File: config.mk
export PLATFORM = sky130hd
export DESIGN_NAME = hbi_host_port
export DESIGN_NICKNAME = d
export VERILOG_FILES = /design/src/rtl/hbi_pkg.sv /design/src/rtl/hbi_addr_latch.sv /design/src/rtl/hbi_bus_fsm.sv /design/src/rtl/hbi_regfile.sv /design/src/rtl/hbi_host_port.sv
export SDC_FILE = /design/constraint.sdc
export NUM_CORES = 1
export LEC_CHECK = 0
export BUFFER_PORTS_ARGS = -buffer_cell sky130_fd_sc_hd__clkbuf_2
export CORE_UTILIZATION = 50
export DETAILED_ROUTE_END_ITERATION = 16
export GPL_ROUTABILITY_DRIVEN = 1
export GPL_TIMING_DRIVEN = 0
export PLACE_DENSITY = 0.69
export SLEW_MARGIN = 0
export SYNTH_ARGS = -nofsm -noshare
export SYNTH_HDL_FRONTEND = slang
export SYNTH_SLANG_ARGS = --single-unit
File: constraint.sdc
create_clock -name clk -period 2.3 [get_ports clk]
set_input_delay 0.115 -clock clk [delete_from_list [all_inputs] [get_ports clk]]
set_output_delay 0.115 -clock clk [all_outputs]
set_load 0.02 [all_outputs]
File: src/rtl/hbi_pkg.sv
package hbi_pkg;
    typedef enum logic [1:0] {
        BS_IDLE  = 2'd0,
        BS_READ  = 2'd1,
        BS_WRITE = 2'd2
    } bus_state_e;
endpackage

File: src/rtl/hbi_addr_latch.sv
module hbi_addr_latch #(
    parameter int DATA_W = 8,
    parameter int ADDR_W = 5
) (
    input  logic              clk,
    input  logic              rst_n,
    input  logic              mode_sep,
    input  logic              as,
    input  logic [DATA_W-1:0] bus_in,
    input  logic [ADDR_W-1:0] addr_in,
    output logic [ADDR_W-1:0] eff_addr
);
    logic              as_q;
    logic [ADDR_W-1:0] lat_q;
    logic              as_rise;

    assign as_rise = as && !as_q && !mode_sep;

    always_ff @(posedge clk or negedge rst_n) begin
        if (!rst_n) begin
            as_q  <= 1'b0;
            lat_q <= '0;
        end else begin
            as_q <= as;
            if (as_rise) begin
                lat_q <= bus_in[ADDR_W-1:0];
            end
        end
    end

    assign eff_addr = mode_sep ? addr_in : lat_q;
endmodule

File: src/rtl/hbi_bus_fsm.sv
module hbi_bus_fsm
    import hbi_pkg::*;
#(
    parameter int DATA_W = 8,
    parameter int ADDR_W = 5
) (
    input  logic              clk,
    input  logic              rst_n,
    input  logic              cs_n,
    input  logic              rd_n,
    input  logic              wr_n,
    input  logic [DATA_W-1:0] bus_in,
    input  logic [ADDR_W-1:0] eff_addr,
    output logic              wr_commit,
    output logic [ADDR_W-1:0] wr_addr,
    output logic [DATA_W-1:0] wr_data,
    output logic              rd_active,
    output logic              rd_release,
    output logic              bus_oe
);
    bus_state_e state_q, state_d;
    logic       wr_active;

    assign wr_active = !cs_n && !wr_n;

    // next-state logic
    always_comb begin
        state_d = state_q;
        unique case (state_q)
            BS_IDLE: begin
                if (wr_active)                       state_d = BS_WRITE;
                else if (!cs_n && !rd_n)             state_d = BS_READ;
            end
            BS_WRITE: begin
                if (cs_n || wr_n)                    state_d = BS_IDLE;
            end
            BS_READ: begin
                if (cs_n || rd_n)                    state_d = BS_IDLE;
            end
            default:                                 state_d = BS_IDLE;
        endcase
    end

    // state register
    always_ff @(posedge clk or negedge rst_n) begin
        if (!rst_n) state_q <= BS_IDLE;
        else        state_q <= state_d;
    end

    // write capture: last sample taken while the strobe was active
    always_ff @(posedge clk or negedge rst_n) begin
        if (!rst_n) begin
            wr_addr <= '0;
            wr_data <= '0;
        end else if (wr_active) begin
            wr_addr <= eff_addr;
            wr_data <= bus_in;
        end
    end

    // outputs
    always_comb begin
        wr_commit  = 1'b0;
        rd_release = 1'b0;
        unique case (state_q)
            BS_WRITE: wr_commit  = !cs_n && wr_n;
            BS_READ:  rd_release = cs_n || rd_n;
            default: ;
        endcase
        rd_active = !cs_n && !rd_n && wr_n;
        bus_oe    = rd_active && rst_n;
    end
endmodule

File: src/rtl/hbi_regfile.sv
module hbi_regfile #(
    parameter int DATA_W = 8,
    parameter int ADDR_W = 5,
    parameter int N_CTRL = 4,
    parameter int EVT_W  = 8
) (
    input  logic                     clk,
    input  logic                     rst_n,
    input  logic                     wr_commit,
    input  logic [ADDR_W-1:0]        wr_addr,
    input  logic [DATA_W-1:0]        wr_data,
    input  logic [ADDR_W-1:0]        rd_addr,
    input  logic                     rd_active,
    input  logic                     rd_release,
    input  logic [EVT_W-1:0]         evt_in,
    output logic [DATA_W-1:0]        rd_data,
    output logic [N_CTRL*DATA_W-1:0] ctrl_q,
    output logic                     irq_n
);
    localparam logic [ADDR_W-1:0] MASK_A = ADDR_W'(N_CTRL);
    localparam logic [ADDR_W-1:0] STAT_A = ADDR_W'(N_CTRL + 1);

    logic [EVT_W-1:0] mask_q, stat_q, snap_q;

    genvar g;
    generate
        for (g = 0; g < N_CTRL; g++) begin : g_ctrl
            always_ff @(posedge clk or negedge rst_n) begin
                if (!rst_n) begin
                    ctrl_q[g*DATA_W +: DATA_W] <= '0;
                end else if (wr_commit && wr_addr == ADDR_W'(g)) begin
                    ctrl_q[g*DATA_W +: DATA_W] <= wr_data;
                end
            end
        end
    endgenerate

    always_ff @(posedge clk or negedge rst_n) begin
        if (!rst_n) begin
            mask_q <= '0;
        end else if (wr_commit && wr_addr == MASK_A) begin
            mask_q <= wr_data[EVT_W-1:0];
        end
    end

    // snapshot of what the host saw during the read of the status register
    always_ff @(posedge clk or negedge rst_n) begin
        if (!rst_n) begin
            snap_q <= '0;
        end else if (rd_active) begin
            snap_q <= (rd_addr == STAT_A) ? stat_q : '0;
        end else if (rd_release) begin
            snap_q <= '0;
        end
    end

    always_ff @(posedge clk or negedge rst_n) begin
        if (!rst_n) begin
            stat_q <= '0;
        end else begin
            stat_q <= (rd_release ? (stat_q & ~snap_q) : stat_q) | evt_in;
        end
    end

    always_comb begin
        rd_data = '0;
        for (int i = 0; i < N_CTRL; i++) begin
            if (rd_addr == ADDR_W'(i)) rd_data = ctrl_q[i*DATA_W +: DATA_W];
        end
        if (rd_addr == MASK_A) rd_data = DATA_W'(mask_q);
        if (rd_addr == STAT_A) rd_data = DATA_W'(stat_q);
    end

    assign irq_n = ~|(stat_q & mask_q);
endmodule

File: src/rtl/hbi_host_port.sv
module hbi_host_port #(
    parameter int DATA_W = 8,
    parameter int ADDR_W = 5,
    parameter int N_CTRL = 4,
    parameter int EVT_W  = 8
) (
    input  logic                     clk,
    input  logic                     rst_n,
    input  logic                     mode_sep,
    input  logic                     cs_n,
    input  logic                     rd_n,
    input  logic                     wr_n,
    input  logic                     as,
    input  logic [ADDR_W-1:0]        addr_in,
    input  logic [DATA_W-1:0]        bus_in,
    output logic [DATA_W-1:0]        bus_out,
    output logic                     bus_oe,
    input  logic [EVT_W-1:0]         evt_in,
    output logic [N_CTRL*DATA_W-1:0] ctrl_q,
    output logic                     irq_n
);
    logic [ADDR_W-1:0] eff_addr, wr_addr;
    logic [DATA_W-1:0] wr_data, rd_data;
    logic              wr_commit, rd_active, rd_release;

    hbi_addr_latch #(.DATA_W(DATA_W), .ADDR_W(ADDR_W)) u_lat (
        .clk(clk), .rst_n(rst_n), .mode_sep(mode_sep), .as(as),
        .bus_in(bus_in), .addr_in(addr_in), .eff_addr(eff_addr)
    );

    hbi_bus_fsm #(.DATA_W(DATA_W), .ADDR_W(ADDR_W)) u_fsm (
        .clk(clk), .rst_n(rst_n), .cs_n(cs_n), .rd_n(rd_n), .wr_n(wr_n),
        .bus_in(bus_in), .eff_addr(eff_addr), .wr_commit(wr_commit),
        .wr_addr(wr_addr), .wr_data(wr_data), .rd_active(rd_active),
        .rd_release(rd_release), .bus_oe(bus_oe)
    );

    hbi_regfile #(.DATA_W(DATA_W), .ADDR_W(ADDR_W), .N_CTRL(N_CTRL), .EVT_W(EVT_W)) u_rf (
        .clk(clk), .rst_n(rst_n), .wr_commit(wr_commit), .wr_addr(wr_addr),
        .wr_data(wr_data), .rd_addr(eff_addr), .rd_active(rd_active),
        .rd_release(rd_release), .evt_in(evt_in), .rd_data(rd_data),
        .ctrl_q(ctrl_q), .irq_n(irq_n)
    );

    assign bus_out = bus_oe ? rd_data : '0;
endmodule

== Yosys cells after proc, flatten, opt, wreduce, memory -nomap -nowiden ==
Index checks and enable logic that the tools add are counted.
Storage, ports and cells
  register bits after elaboration: 77
  latch bits: 0
  bits in writable memories: 0
  memory bits (read-only): 0
  input bits: 28
  output and inout port bits: 42
  word-level logic and storage cells: 75
  memories kept: 0
Operators by class
  $add $sub $neg: 0
  multipliers: 0
  divide/modulo/power cells: 0
  magnitude comparators: 0
  equal/unequal tests: 14
  shifts and indexed selects: 0
  mux-type cells: 19
  bitwise gates (word level): 4
  reductions and logical operators: 26
Operators with widths (number)
  2-to-1 mux 8 bit: 11
  == test 5 x 2 -> 1 bit (second input constant): 4
  bitwise AND 8 bit: 2
  == test 5 x 3 -> 1 bit (second input constant): 3
  logical AND 1 bit: 12
  == test 5 x 1 -> 1 bit (second input constant): 2
  zero test 5 bit: 2
  2-to-1 mux 2 bit: 4
  inverter 8 bit: 1
  bitwise OR 8 bit: 1
  OR reduction 8 bit: 1
  zero test 1 bit: 6
  case mux 2 bit (3 select lines): 1
  2-to-1 mux 5 bit: 1
  inequality test 2 x 1 -> 1 bit (second input constant): 2
  inequality test 3 x 1 -> 1 bit (second input constant): 1
  AND reduction 3 bit: 1
  == test 2 x 1 -> 1 bit (second input constant): 1
  == test 2 bit (second input constant): 1
  zero test 2 bit: 1
  logical OR 1 bit: 2
  2-to-1 mux 1 bit: 2
  nonzero test 2 bit: 1

== Logic depth before layout (Yosys ltp) ==
  word-level depth: 9
  mapped depth: 8
  mapped depth without buffers: 5

== Modules after synthesis ==
From an unflattened synthesis, not the netlist that was laid out.
Unflattened totals
  cells, all modules: 279
  area total of the unflattened synthesis: 3658.5 sq um
By module, submodules not included
  hbi_regfile: times used 1, cells an instance 215, area each 2662.6 sq um, sequential area each 1401.3 sq um
  hbi_bus_fsm: times used 1, cells an instance 38, area each 634.4 sq um, sequential area each 375.4 sq um
  hbi_addr_latch: times used 1, cells an instance 18, area each 311.5 sq um, sequential area each 150.1 sq um
  hbi_host_port: times used 1, cells an instance 8, area each 50.0 sq um, sequential area each 0.0 sq um

== Worst setup path after synthesis ==
OpenSTA, ideal clock, no wires.
  path kind: flip-flop to output port
  start point: reg u_lat.lat_q[3]
  end point: out bus_out[0]
  arrival: 2034 ps
  data required time: 2185 ps
  slack: 151 ps
  stages on the path, launching flop included: 7
  path buffers: 1
  cells stage by stage: dfrtp_1 > or3b_4 > a2bb2oi_2 > and2_1 > buf_4 > a221oi_1 > a221oi_1
On the way
  cells in the longest elaborated chain, start to end: 9
  elaborated cells on any way between the ends: 14
  classes of those cells: eq/ne (5); mux (8); reduce/logical (1)
RTL lines
  from (decl): RTL line hbi_addr_latch.sv:14  | logic [ADDR_W-1:0] lat_q;
  from (signal assigned): RTL line hbi_addr_latch.sv:26  | lat_q <= bus_in[ADDR_W-1:0];
  2-to-1 mux 5 bit (*): RTL line hbi_addr_latch.sv:31  | assign eff_addr = mode_sep ? addr_in : lat_q;
  zero test 5 bit: RTL line hbi_regfile.sv:68  | if (rd_addr == ADDR_W'(i)) rd_data = ctrl_q[i*DATA_W +: DATA_W];
  2-to-1 mux 8 bit (4 in a row): RTL line hbi_regfile.sv:68
  2-to-1 mux 8 bit: RTL line hbi_regfile.sv:70  | if (rd_addr == MASK_A) rd_data = DATA_W'(mask_q);
  2-to-1 mux 8 bit (*): RTL line hbi_regfile.sv:71  | if (rd_addr == STAT_A) rd_data = DATA_W'(stat_q);
  2-to-1 mux 8 bit (*): RTL line hbi_host_port.sv:45  | assign bus_out = bus_oe ? rd_data : '0;
  to (decl): RTL line hbi_host_port.sv:16  | output logic [DATA_W-1:0] bus_out,
Mark *: on every way between the ends. The rest lies on a longest branch, timed or not.

== Final worst setup path ==
  start point: reg u_lat.lat_q[2]
  end point: out bus_out[2]
Same word-level chain as after synthesis.

==> flow_summary.toml <==
[outcome]
run_status = "finished, violations left"
violations = "negative setup slack"

[sta]
min_period_ps = 2320
tightestPinTransition_ps = 1100
slew_headroom = 0.263
drv_slew = 0
hold_viol_final = 0
maxClockFrequency_ghz = 0.431
setup_viol = 1
holdWs_ps = 9.65
grt_setup_unrepaired = "true"
fin_worst_skew_ps = 6.53
period_share = 1.01
setup_slack_ps = -19.4

[place]
port_buffers = 68
dp.cells = 441
place_congestion = 0.838
dpl.hpwl_microns = 6010
dp_slack_ps = -161

[drt]
dr_total_vias = 2716
finalWirelength_microns = 8950
ant_nets = 0
firstDrtPassIters = 4
drtIter0Drc = 172
via_per_inst = 5.65
drc = 0
wl_per_cell_microns = 18.6

[cts]
cts_sinks = 77
cts_tree = "built"
clk_root_buffer_cell = "clkbuf_8"
clk_pin_slew_worst_paths_ps = 80
clk_path_buf_depth = 2
htreeDepth = 3
clk-insertion-delay-late_ps = 350
cts_buffers = 9

[critical_path]
worstPathArrival_ps = 2200
worstPathMaxFanout = 5
endpoint_kind = "primary output"
cp.depth = 7
cpPeakStageDelay_ps = 410
cp_slowest_cell = "or3b_4"
cp.buffers_inverters = 2
crit_chain = "or3b_4 -> a2bb2oi_4 -> and2_4 -> buf_6 -> a221oi_2 -> a221oi_1 -> buf_2"
reg2reg_slack_ps = 80
critPathTopFamily = "simple AND/OR/NAND/NOR gates"
critical_path_class = "flip-flop to primary output"
r2r_cells = 6
cp-start-kind = "flip-flop"
critPathRequiredTime_ps = 2180

[grt]
grt_overflow = 0
grt_pass1_wl_microns = 14000
antenna_found_initial = 0
grt_usage = 0.252
grt_pass1_vias = 2703
grt_max_degree = 54

[synthesis]
syn_avg_cell_area_sq_um = 13.0
seq_area_frac_synth = 0.537
synth-seq-cells = 77
synth_cells = 276
syn-num-nets = 304
ys_warn_count = 0
syn_area_sq_mm = 0.00359
synth_cell_types = 41

[die]
core-area_sq_mm = 0.00687
dieArea_sq_mm = 0.00752
num_rows = 30
die_width_microns = 86.7
die_y_microns = 86.7
ios = 70
start_util = 0.522

[power_and_ir_drop]
swShare = 0.262
leakagePower_nw = 2.20
internal_power_w = 0.00241
vdd_drop_max_mv = 0.366
p_switching_w = 0.000855
power_frac_seq = 0.473
power_frac_clock = 0.365
p_per_area_mw_per_mm2 = 695
power_frac_comb = 0.162

[finish]
syn_to_final_growth_pct = 30.9
diodes = 0
layout.nets = 409
drive_gt1_frac = 0.475
fin_util = 0.684
final_cells = 481

[flow_run]
cap_violations = 0

[hold_path]
worstHoldPathType = "input pin to flip-flop"
hold_depth = 2
-- path summary, 6_finish.rpt --
kind | from | endpoint
worst max-delay path | u_lat.lat_q[2]$_DFFE_PN0P_ | bus_out[2]
worst min-delay path | cs_n | u_fsm.state_q[1]$_DFFE_PN0P_
worst max register to register | u_fsm.wr_addr[3]$_DFFE_PN0P_ | u_rf.ctrl_q[15]$_DFFE_PN0P_
worst min register to register | u_fsm.state_q[0]$_DFFE_PN0P_ | u_fsm.state_q[1]$_DFFE_PN0P_
max in group asynchronous | rst_n | u_fsm.wr_addr[0]$_DFFE_PN0P_
min in group asynchronous | rst_n | u_rf.ctrl_q[25]$_DFFE_PN0P_
-- worst register-to-register path, cell delays in order, from the launching register on --
cell and delay (ps):
dfrtp_1 390, nor4b_2 250, nand3b_1 160, or2_0 220
buf_2 170, nor3b_4 520, mux2_2 410
-- layout by cell type (no fill, tap or decap), types with 2 or more instances in the layout --
cell type and n:
a21oi_1 7, clkbuf_2 59, o2bb2ai_1 7, buf_6 3
nor3_1 2, mux2i_1 18, clkinv_2 2, nor2_1 10
buf_2 3, a221oi_1 2, nor3b_1 4, nor3b_4 2
a221oi_2 12, nand3b_1 2, bufinv_16 3, a21o_1 8
clkbuf_4 2, a22oi_1 4, a22o_1 8, dlygate4sd3_1 15
nand2_1 20, and2_4 2, mux2_2 54, clkbuf_8 9
buf_4 18, dfrtp_1 77, clkbuf_1 5
-- per-stage QoR --
stage          area, sq um  setup TNS [ps]  total power (W)
2_1_floorplan         3590               0          0.00183
3_3_place_gp          4050           -8040          0.00199
3_5_place_dp          4080            -891          0.00201
4_1_cts               4610            -381          0.00326
5_1_grt               4700            -811          0.00339
6_report              4700           -19.4          0.00327
-- flip-flops by register name (all words and copies together), names as in the netlist --
name,flops
u_lat.lat_q,5
u_fsm.wr_data,8
u_fsm.state_q,2
u_rf.mask_q,8
u_rf.ctrl_q,32
u_rf.snap_q,8
u_fsm.wr_addr,5
u_rf.stat_q,8
u_lat.as_q,1
-- cells in the mapped netlist, drive strengths merged --
| cell type | number | area share |
|---|---|---|
| mux2i | 19 | 0.054 |
| a22oi | 4 | 0.0084 |
| and4 | 1 | 0.0024 |
| a222oi | 1 | 0.0028 |
| or4b | 1 | 0.0028 |
| or3b | 1 | 0.0031 |
| nand2 | 20 | 0.021 |
| a31oi | 1 | 0.0017 |
| nor3b | 6 | 0.019 |
| a311o | 1 | 0.0028 |
| dfrtp | 77 | 0.54 |
| mux2 | 54 | 0.17 |
| clkbuf | 4 | 0.0042 |
| and3b | 1 | 0.0024 |
| nor4b | 2 | 0.0066 |
| or2 | 1 | 0.0017 |
| o21a | 1 | 0.0021 |
| o22ai | 1 | 0.0017 |
| nor4 | 1 | 0.0017 |
| and2 | 2 | 0.0035 |
| a2bb2oi | 1 | 0.0042 |
| nand3 | 2 | 0.0028 |
| inv | 1 | 0.0010 |
| a21oi | 7 | 0.0098 |
| nor3 | 4 | 0.0087 |
| a31o | 1 | 0.0024 |
| and3 | 1 | 0.0017 |
| a22o | 8 | 0.020 |
| a21o | 9 | 0.019 |
| nor2 | 12 | 0.013 |
| a221oi | 14 | 0.034 |
| o2bb2ai | 7 | 0.017 |
| nand3b | 2 | 0.0042 |
| buf | 8 | 0.015 |
-- area by class of cell --
class,instances,area [sq um]
buffer,10,62.6
clock buffer,10,128
clock inverter,5,100
fill,518,2170
inverter,1,3.75
multi-input combinational,186,1710
sequential,77,1930
tap,96,120
timing repair buffer,96,644
-- power by group through the flow --
stage / Combinational [W] / Clock [W] / Sequential (W)
2_1_floorplan: 0.000258 / 0 / 0.00157
3_3_place_gp: 0.000423 / 0 / 0.00156
3_5_place_dp: 0.000440 / 0 / 0.00157
4_1_cts: 0.000508 / 0.00120 / 0.00154
5_1_grt: 0.000572 / 0.00126 / 0.00156
6_report: 0.000529 / 0.00119 / 0.00155
-- routing by layer --
metal / GRT usage / wire length (microns) / vias to the layer above / part of all wire
met5: 0 / 0 / - / 0
met4: 0.105 / 177 / 0 / 0.020
met3: 0.0495 / 385 / 18 / 0.043
met2: 0.406 / 4370 / 70 / 0.49
met1: 0.334 / 4010 / 1362 / 0.45
li1: - / - / 1266 / -
-- cell families after synthesis --
kind of cell,Yosys count,share of synthesized area
muxes,73,0.223
and+or+nand+nor,57,0.0941
AOI/OAI and AO/OA,56,0.126
buffers and inverters,13,0.0199
DFF,77,0.537
-- repair_timing --
| item | CTS | global route |
|---|---|---|
| cloned | 1 | 0 |
| hold buffers | 14 | 1 |
| pin swaps | 8 | 11 |
| setup buffers | 7 | 4 |
| resized for setup | 25 | 17 |
| endpoints found under the setup margin | 8 | 16 |
| hold endpoints to repair | 35 | 1 |
(Power assumes the default switching activity.)
